## config.mk

```make
export PLATFORM = sky130hd
export DESIGN_NAME = sleep_wake_ctrl
export DESIGN_NICKNAME = d
export VERILOG_FILES = /design/src/rtl/sleep_wake_ctrl.sv
export SDC_FILE = /design/constraint.sdc
export NUM_CORES = 1
export LEC_CHECK = 0
export ABC_CLOCK_PERIOD_IN_PS = 1700
export BUFFER_PORTS_ARGS = -buffer_cell sky130_fd_sc_hd__buf_4
export CAP_MARGIN = 20
export CORE_AREA = 10 10 47 49
export DETAILED_ROUTE_END_ITERATION = 8
export DIE_AREA = 0 0 57 59
export PLACE_DENSITY = 0.65
export SYNTH_ARGS = -nofsm -noshare
export SYNTH_HDL_FRONTEND = slang
export SYNTH_SLANG_ARGS = --single-unit
```

## constraint.sdc

```tcl
create_clock -name clk -period 1.7 [get_ports clk]
set_input_delay 0.17 -clock clk [delete_from_list [all_inputs] [get_ports clk]]
set_output_delay 0.17 -clock clk [all_outputs]
set_load 0.01 [all_outputs]
```

## src/rtl/sleep_wake_ctrl.sv

```systemverilog
module sleep_wake_ctrl #(
  parameter int N_SRC = 8
) (
  input  logic             clk,
  input  logic             por_n,
  input  logic             ext_rst,
  input  logic             sleep_req,
  input  logic [N_SRC-1:0] irq_flag,
  input  logic [N_SRC-1:0] irq_en,
  input  logic             gie,
  input  logic             wdt_timeout,
  output logic             core_clk_en,
  output logic             wdt_clr,
  output logic             vec_req,
  output logic             pd_flag,
  output logic             to_flag
);

  logic asleep, resume, resume_gie;
  logic pend, go_sleep, wake_wdt, wake_irq;

  assign pend     = |(irq_flag & irq_en);
  assign go_sleep = !ext_rst && !asleep && !resume && sleep_req && !pend;
  assign wake_wdt = asleep && !ext_rst && wdt_timeout;
  assign wake_irq = asleep && !ext_rst && !wdt_timeout && pend;
  assign core_clk_en = !asleep;

  always_ff @(posedge clk or negedge por_n) begin
    if (!por_n) begin
      asleep     <= 1'b0;
      resume     <= 1'b0;
      resume_gie <= 1'b0;
      vec_req    <= 1'b0;
      wdt_clr    <= 1'b0;
      pd_flag    <= 1'b1;
      to_flag    <= 1'b1;
    end else begin
      wdt_clr    <= go_sleep;
      resume     <= wake_irq;
      resume_gie <= wake_irq && gie;
      vec_req    <= !ext_rst && resume && resume_gie;
      if (ext_rst || wake_wdt || wake_irq) asleep <= 1'b0;
      else if (go_sleep)                   asleep <= 1'b1;
      if (go_sleep) begin
        pd_flag <= 1'b0;
        to_flag <= 1'b1;
      end else if (wake_wdt) begin
        to_flag <= 1'b0;
      end
    end
  end

  assert_sleep_entry_R2: assert property (@(posedge clk) disable iff (!por_n)
    (!asleep && !resume && sleep_req && !pend && !ext_rst)
      |=> (!core_clk_en && wdt_clr && !pd_flag && to_flag));

  assert_wdt_clr_pulse_R2: assert property (@(posedge clk) disable iff (!por_n)
    wdt_clr |=> !wdt_clr);

  assert_noop_R3: assert property (@(posedge clk) disable iff (!por_n)
    (!asleep && sleep_req && pend)
      |=> (core_clk_en && !wdt_clr && $stable(pd_flag) && $stable(to_flag)));

  assert_irq_wake_R4: assert property (@(posedge clk) disable iff (!por_n)
    (!core_clk_en && pend) |=> core_clk_en);

  assert_vec_pulse_R6: assert property (@(posedge clk) disable iff (!por_n)
    vec_req |=> !vec_req);

  assert_vec_cause_R6: assert property (@(posedge clk) disable iff (!por_n)
    vec_req |-> ($past(gie, 2) && $past(core_clk_en) && !$past(core_clk_en, 2)));

  assert_to_fall_R7: assert property (@(posedge clk) disable iff (!por_n)
    $fell(to_flag) |-> ($past(wdt_timeout) && !$past(core_clk_en)));

  assert_wdt_run_R8: assert property (@(posedge clk) disable iff (!por_n)
    (core_clk_en && wdt_timeout && !sleep_req) |=> ($stable(pd_flag) && $stable(to_flag)));

  assert_ext_rst_R9: assert property (@(posedge clk) disable iff (!por_n)
    ext_rst |=> (core_clk_en && !vec_req && $stable(pd_flag) && $stable(to_flag)));

  assert_pd_fall_R2: assert property (@(posedge clk) disable iff (!por_n)
    $fell(pd_flag) |-> $past(sleep_req));

endmodule

```

# After elaboration in Yosys (flattened, before gate mapping)
# Cells that the tools add are included.
# classes
reduce_logical,21
n_mux,4
bitwise,1
# ops
operator,count
logical AND 1 bit,11
AND 8 bit,1
OR reduction 8 bit,1
logical NOT 1 bit,5
2-to-1 mux 1 bit,4
nonzero test 2 bit,2
logical OR 1 bit,2
# word_totals
in_bits,22
reg_bits,7
wordCells,33

# Logic depth before layout (Yosys ltp)
# Gate-level depths: netlist (run 1).
# depth
word_depth,7
depth_mapped,3

# Least setup slack after synthesis (run 1)
# Ideal clock, no wire load.
# synth_timing
path_kind,register to register
from,register asleep
to,register pd_flag
path_slack_ns,0.537
setup_time_ns,0.077
path_stages_with_launch,3
t_arrival_ns,1.085
n_path_buf,0
path_cell_list,dfrtp_1 > or4b_4 > o21a_1
# synth_between
elab_chain_cells,5
# synth_rtl
item,line_no,source
from (decl),19,"logic asleep, resume, resume_gie;"
from (signal assigned),30,asleep <= 1'b0;
from (signal assigned),42,if (ext_rst || wake_wdt || wake_irq) asleep <= 1'b0;
from (signal assigned),43,else if (go_sleep) asleep <= 1'b1;
logical NOT 1 bit,23,assign go_sleep = !ext_rst && !asleep && !resume && sleep_req && !pend;
logical AND 1 bit (4 in a row),23,
to (signal assigned),35,pd_flag <= 1'b1;
to (signal assigned),45,pd_flag <= 1'b0;
to (decl),15,"output logic pd_flag,"
# No other way between the ends.
# A chain may end at the register's enable or synchronous reset.

# Worst setup path after layout (run 1)
# Ends and elaborated chain as after synthesis.

==> results of run 1 <==
==> worst max path at each step <==
stage                                to  slack (ns)  cells past startpoint
global placement    pd_flag$_DFFE_PN1P_        0.52                      2
finish              pd_flag$_DFFE_PN1P_        0.49                      2
floorplan           pd_flag$_DFFE_PN1P_        0.54                      2
detailed placement  pd_flag$_DFFE_PN1P_        0.50                      2
global route        pd_flag$_DFFE_PN1P_        0.46                      2
CTS                 pd_flag$_DFFE_PN1P_        0.48                      2
==> metal layers <==
layer	track usage	part of all wire
met5	0	0
met1	0.0496	0.34
met4	0.0805	0.033
met2	0.0651	0.39
met3	0.0536	0.24
==> repair_timing <==
item	4_1_cts	5_1_grt
setup endpoints to repair	0	0
setup buffers	0	0
hold buffers	1	0
endpoints found under the hold margin	7	0
==> power groups by stage <==
| stage | Combinational [mW] | Clock [mW] | Sequential [mW] |
|---|---|---|---|
| floorplan | 0.0186 | 0 | 0.193 |
| global placement | 0.0794 | 0 | 0.188 |
| detailed placement | 0.0811 | 0 | 0.189 |
| CTS | 0.0829 | 0.155 | 0.187 |
| global route | 0.0895 | 0.163 | 0.188 |
| finish | 0.0808 | 0.145 | 0.186 |
==> cell families (layout without fill, tap and decap cells) <==
group | after synthesis | in the layout
simple gates | 10 | 10
buf+inv | 2 | 33
compound gates | 7 | 7
flops | 7 | 7
==> state kept, by name, indices dropped and copies added, names as in the netlist <==
name / count
asleep: 1
pd_flag: 1
resume: 1
resume_gie: 1
to_flag: 1
vec_req: 1
wdt_clr: 1
==> placed cells by master (no fill, tap or decap), drive strengths merged, types with 2 or more instances in the layout <==
cell / instances
clkbuf: 4
nor2: 2
nand2: 2
dfrtp: 5
inv: 2
a22oi: 4
buf: 26
dfstp: 2
==> cell type report <==
type	instances	area, µm²	share of cell area
Inverter	2	7.51	0.0137
Tap cell	16	20.0	0.0366
Timing Repair Buffer	27	205	0.375
Multi-Input combinational cell	17	110	0.201
Sequential cell	7	178	0.325
Clock buffer	4	26.3	0.0481
==> through the flow <==
step	utilization	setup slack (ns)	power [mW]	std cells
floorplan	-	0.537	0.212	26
global placement	0.364	0.519	0.268	68
detailed placement	0.364	0.497	0.270	68
CTS	0.390	0.485	0.425	73
global route	0.390	0.461	0.440	73
finish	0.390	0.490	0.412	73
==> flow_metrics.py, run 1 <==
metrics = {
    "finish": {
        "antenna_cells": 0,
        "final_cell_area_um2": 547,
        "finalNetCount": 80,
        "syn_to_final_growth_pct": 85.2,
        "n_fill_cell": 162,
        "drive_above_1_share": 0.561,
    },
    "setup_path": {
        "r2r_cells": 2,
        "crit_family": "simple AND/OR/NAND/NOR gates",
        "cp.arrival_ns": 1.38,
        "r2r_slack_ns": 0.49,
        "worstSetupPathType": "flip-flop to flip-flop",
        "path_cells": "or4b_4, o21a_1",
        "end_kind": "flip-flop",
        "cp_max_fo": 4,
        "rr_startpoint": "asleep$_DFFE_PN0P_",
        "critPathLaunchType": "flip-flop",
        "crit_buf_inv": 0,
        "cpPeakStageDelay_ns": 0.56,
        "r2r_end": "pd_flag$_DFFE_PN1P_",
        "critPathRequiredTime_ns": 1.87,
        "slowest_stage": "or4b_4",
        "crit_start": "asleep$_DFFE_PN0P_",
    },
    "logic_synthesis": {
        "syn_inst": 26,
        "synth_top_area_share": 0.424,
        "yosysWarnings": 0,
        "synthXorXnorAreaFrac": 0,
        "yosysMostFrequentCell": "dfrtp_1",
        "synth_edf_count": 0,
        "syn_nets": 48,
        "netlist_area_um2": 295,
        "synthArstFlopShare": 1.00,
        "synth.area.top_cells": "dfrtp_1 (42%), dfstp_2 (18%), a22oi_1 (10%)",
        "ys_seq_area_frac": 0.602,
        "ys_top_cells_by_count": "dfrtp_1 (5), a22oi_1 (4)",
        "synth_top_area_cell": "dfrtp_1",
        "syn_area_per_cell_um2": 11.4,
        "synth_compound_area_frac": 0.161,
        "synth_seq_cells": 7,
        "yosys.area_share.adder": 0,
        "synthMuxAreaShare": 0,
        "synthSimpleGateAreaFrac": 0.212,
        "synth_cell_types": 15,
        "synth_top_family_by_area": "simple AND/OR/NAND/NOR gates",
        "ys.flop_type": "dfrtp_1",
    },
    "pwr": {
        "comb_power_share": 0.196,
        "pwr-share-seq": 0.452,
        "power.leakage_nw": 0.275,
        "p_sw_frac": 0.213,
        "clock_power_share": 0.351,
        "power.density_nw_per_um2": 753,
        "p_sw_mw": 0.0875,
        "intPower_mw": 0.324,
        "ir_worst_vdd_mv": 0.231,
    },
    "sta": {
        "fin_hold_ws_ns": 0.0918,
        "tns_ns": 0,
        "finalMaxSlewViolations": 0,
        "report.final.setup_viol": 0,
        "max_clock_freq_ghz": 0.827,
        "finalCritPeriodShare": 0.712,
        "maxSlewHeadroom": 0.856,
        "rsz0062_at_grt": "false",
        "worst_pin_slew_ns": 0.215,
        "skew_ns": 0.00320,
        "hold_viol_final": 0,
        "fin_crit_ns": 1.21,
    },
    "worst_hold_path": {
        "hold_end": "vec_req$_DFF_PN0_",
        "hold_path.class": "input pin to flip-flop",
        "min_from": "ext_rst",
        "whs_path_depth": 2,
    },
    "outcome": {
        "status": "completed",
    },
    "detailed_routing": {
        "drc": 0,
        "via_per_inst": 4.33,
        "routed_wl_um": 900,
        "post_drt_wl_per_cell_um": 12.3,
        "drt-initial-drc-count": 2,
        "ant_nets": 0,
        "dr_total_vias": 316,
        "dr.pass1.iters": 2,
    },
    "place": {
        "io_buffers": 26,
        "placed_cell_area_um2": 510,
        "gp_congestion": 0.684,
    },
    "clock_tree": {
        "cts.repair.resized": 0,
        "cts_tree": "built",
        "clk_latency_ns": 0.24,
        "numCtsBuffers": 3,
        "path_clk_slew_ns": 0.05,
        "cts_root_buffer": "clkbuf_4",
        "htreeDepth": 1,
        "cts_buffer_depth": 2,
        "cts.sinks": 7,
    },
    "global_route": {
        "grt_pass1_wl_mm": 1.46,
        "antenna_found_initial": 0,
        "grt_util_all_layers": 0.0574,
        "grt_pass1_vias": 347,
        "overflow": 0,
        "grt_max_degree": 8,
    },
    "floorplan": {
        "core_area_um2": 1400,
        "die_y_um": 59,
        "dieArea_um2": 3360,
        "start_util": 0.211,
        "die_w_um": 57,
        "ios": 27,
        "rows": 14,
    },
    "job": {
        "drv_cap": 0,
    },
}
Power figures use the tool's default switching activity.
==> run 2, diff against run 1 <==
ABC_CLOCK_PERIOD_IN_PS = 1250   (was 1700)
clock period = 1.25 ns   (was 1.7 ns; I/O delays follow)
==> run 2 against run 1 <==
Effect of this change:
- critical path depth unchanged
- first-iteration DRC count down 50%
- critical path type unchanged
- worst hold slack worse by 0.047 ns
- critical endpoint unchanged
- non-clock buffer count unchanged
- clock-buffer cell count unchanged
- clock skew down 0.0021 ns
==> flow_metrics.py, run 2 (synthesis results as in run 1) <==
metrics = {
    "clock_tree": {
        "numCtsBuffers": 3,
        "cts.sinks": 7,
        "clk_latency_ns": 0.25,
        "cts_buffer_depth": 2,
        "cts_root_buffer": "clkbuf_4",
        "cts_setup_buffers": 0,
        "path_clk_slew_ns": 0.05,
        "htreeDepth": 1,
        "cts_tree": "built",
    },
    "floorplan": {
        "die_w_um": 57,
        "core_area_um2": 1400,
        "dieArea_um2": 3360,
        "rows": 14,
        "die_y_um": 59,
        "ios": 27,
        "start_util": 0.211,
    },
    "sta": {
        "max_clock_freq_ghz": 0.830,
        "tns_ns": 0,
        "worst_pin_slew_ns": 0.226,
        "maxSlewHeadroom": 0.849,
        "finalCritPeriodShare": 0.964,
        "skew_ns": 0.00107,
        "report.final.setup_viol": 0,
        "fin_crit_ns": 1.20,
        "hold_viol_final": 0,
        "fin_hold_ws_ns": 0.0444,
        "finalMaxSlewViolations": 0,
        "rsz0062_at_grt": "false",
    },
    "setup_path": {
        "r2r_cells": 2,
        "critPathRequiredTime_ns": 1.43,
        "cpPeakStageDelay_ns": 0.56,
        "worstSetupPathType": "flip-flop to flip-flop",
        "critPathLaunchType": "flip-flop",
        "path_cells": "or4b_4, o21a_1",
        "cp.arrival_ns": 1.38,
        "crit_family": "simple AND/OR/NAND/NOR gates",
        "crit_buf_inv": 0,
        "end_kind": "flip-flop",
        "cp_max_fo": 4,
        "path_depth": 2,
        "slowest_stage": "or4b_4",
    },
    "job": {
        "drv_cap": 0,
    },
    "finish": {
        "final_cell_area_um2": 547,
        "n_fill_cell": 169,
        "final_cell_mix": "buf_4 (26), dfrtp_1 (5), a22oi_1 (4), clkbuf_4 (3)",
        "fin_util": 0.390,
        "drive_above_1_share": 0.561,
        "antenna_cells": 0,
        "finalNetCount": 80,
        "syn_to_final_growth_pct": 85.2,
        "final_common_cell": "buf_4",
    },
    "worst_hold_path": {
        "whs_path_depth": 2,
        "hold_path.class": "input pin to flip-flop",
    },
    "pwr": {
        "power.leakage_nw": 0.275,
        "power.density_nw_per_um2": 1030,
        "ir_worst_vdd_mv": 0.315,
    },
    "detailed_routing": {
        "drc": 0,
        "post_drt_wl_per_cell_um": 12.3,
        "dr_total_vias": 317,
        "dr.pass1.iters": 2,
        "ant_nets": 0,
        "routed_wl_um": 899,
        "via_per_inst": 4.34,
        "drt-initial-drc-count": 1,
    },
    "global_route": {
        "overflow": 0,
        "antenna_found_initial": 0,
        "grt_max_degree": 8,
        "grt_util_all_layers": 0.0592,
        "grt_pass1_wl_mm": 1.46,
        "grt_pass1_vias": 353,
    },
    "place": {
        "gp_congestion": 0.684,
        "io_buffers": 26,
        "placed_cell_area_um2": 510,
    },
    "outcome": {
        "status": "completed",
    },
}
[run 2: cell counts in the layout (fill, tap and decap cells not counted)]
Identical to the previous run, type by type.
[run 2: area by class of cell]
| class | count | area, µm² | area share |
|---|---|---|---|
| inverters | 2 | 7.51 | 0.0137 |
| flip-flops and latches | 7 | 178 | 0.325 |
| well taps | 16 | 20.0 | 0.0366 |
| multi-input cells | 17 | 110 | 0.201 |
| repair buffers | 27 | 205 | 0.375 |
| clock buffers | 4 | 26.3 | 0.0481 |
[run 2: what timing repair did]
action | CTS | global route
hold buffers | 1 | 0
resized for setup | 0 | 0
endpoints found under the hold margin | 7 | 0
[run 2: final timing paths]
path	endpoint	startpoint	slack, ns
max	pd_flag$_DFFE_PN1P_	asleep$_DFFE_PN0P_	0.05
min	vec_req$_DFF_PN0_	ext_rst	0.04
max reg2reg	pd_flag$_DFFE_PN1P_	asleep$_DFFE_PN0P_	0.05
min reg2reg	pd_flag$_DFFE_PN1P_	pd_flag$_DFFE_PN1P_	0.46
max in group asynchronous	to_flag$_DFFE_PN1P_	por_n	0.82
min in group asynchronous	asleep$_DFFE_PN0P_	por_n	0.22
[run 2: through the flow]
| stage | cells | worst slack [ns] | power, mW |
|---|---|---|---|
| 3_5_place_dp | 68 | 0.0557 | 0.368 |
| 4_1_cts | 73 | 0.0348 | 0.578 |
| 6_report | 73 | 0.0455 | 0.564 |
| 5_1_grt | 73 | 0.0158 | 0.600 |
| 3_3_place_gp | 68 | 0.0702 | 0.364 |
| 2_1_floorplan | 26 | 0.0871 | 0.288 |
[run 2: power breakdown]
part / switching [mW] / internal (mW) / total [mW]
Clock: 0.0790 / 0.122 / 0.201
Sequential: 0.00590 / 0.247 / 0.253
Combinational: 0.0379 / 0.0723 / 0.110
[run 2: layer usage]
layer,track usage,routed length (µm),vias up
li1,-,-,157
met2,0.0651,330,28
met1,0.0460,307,128
met5,0,0,-
met3,0.0687,223,4
met4,0.0805,38,0
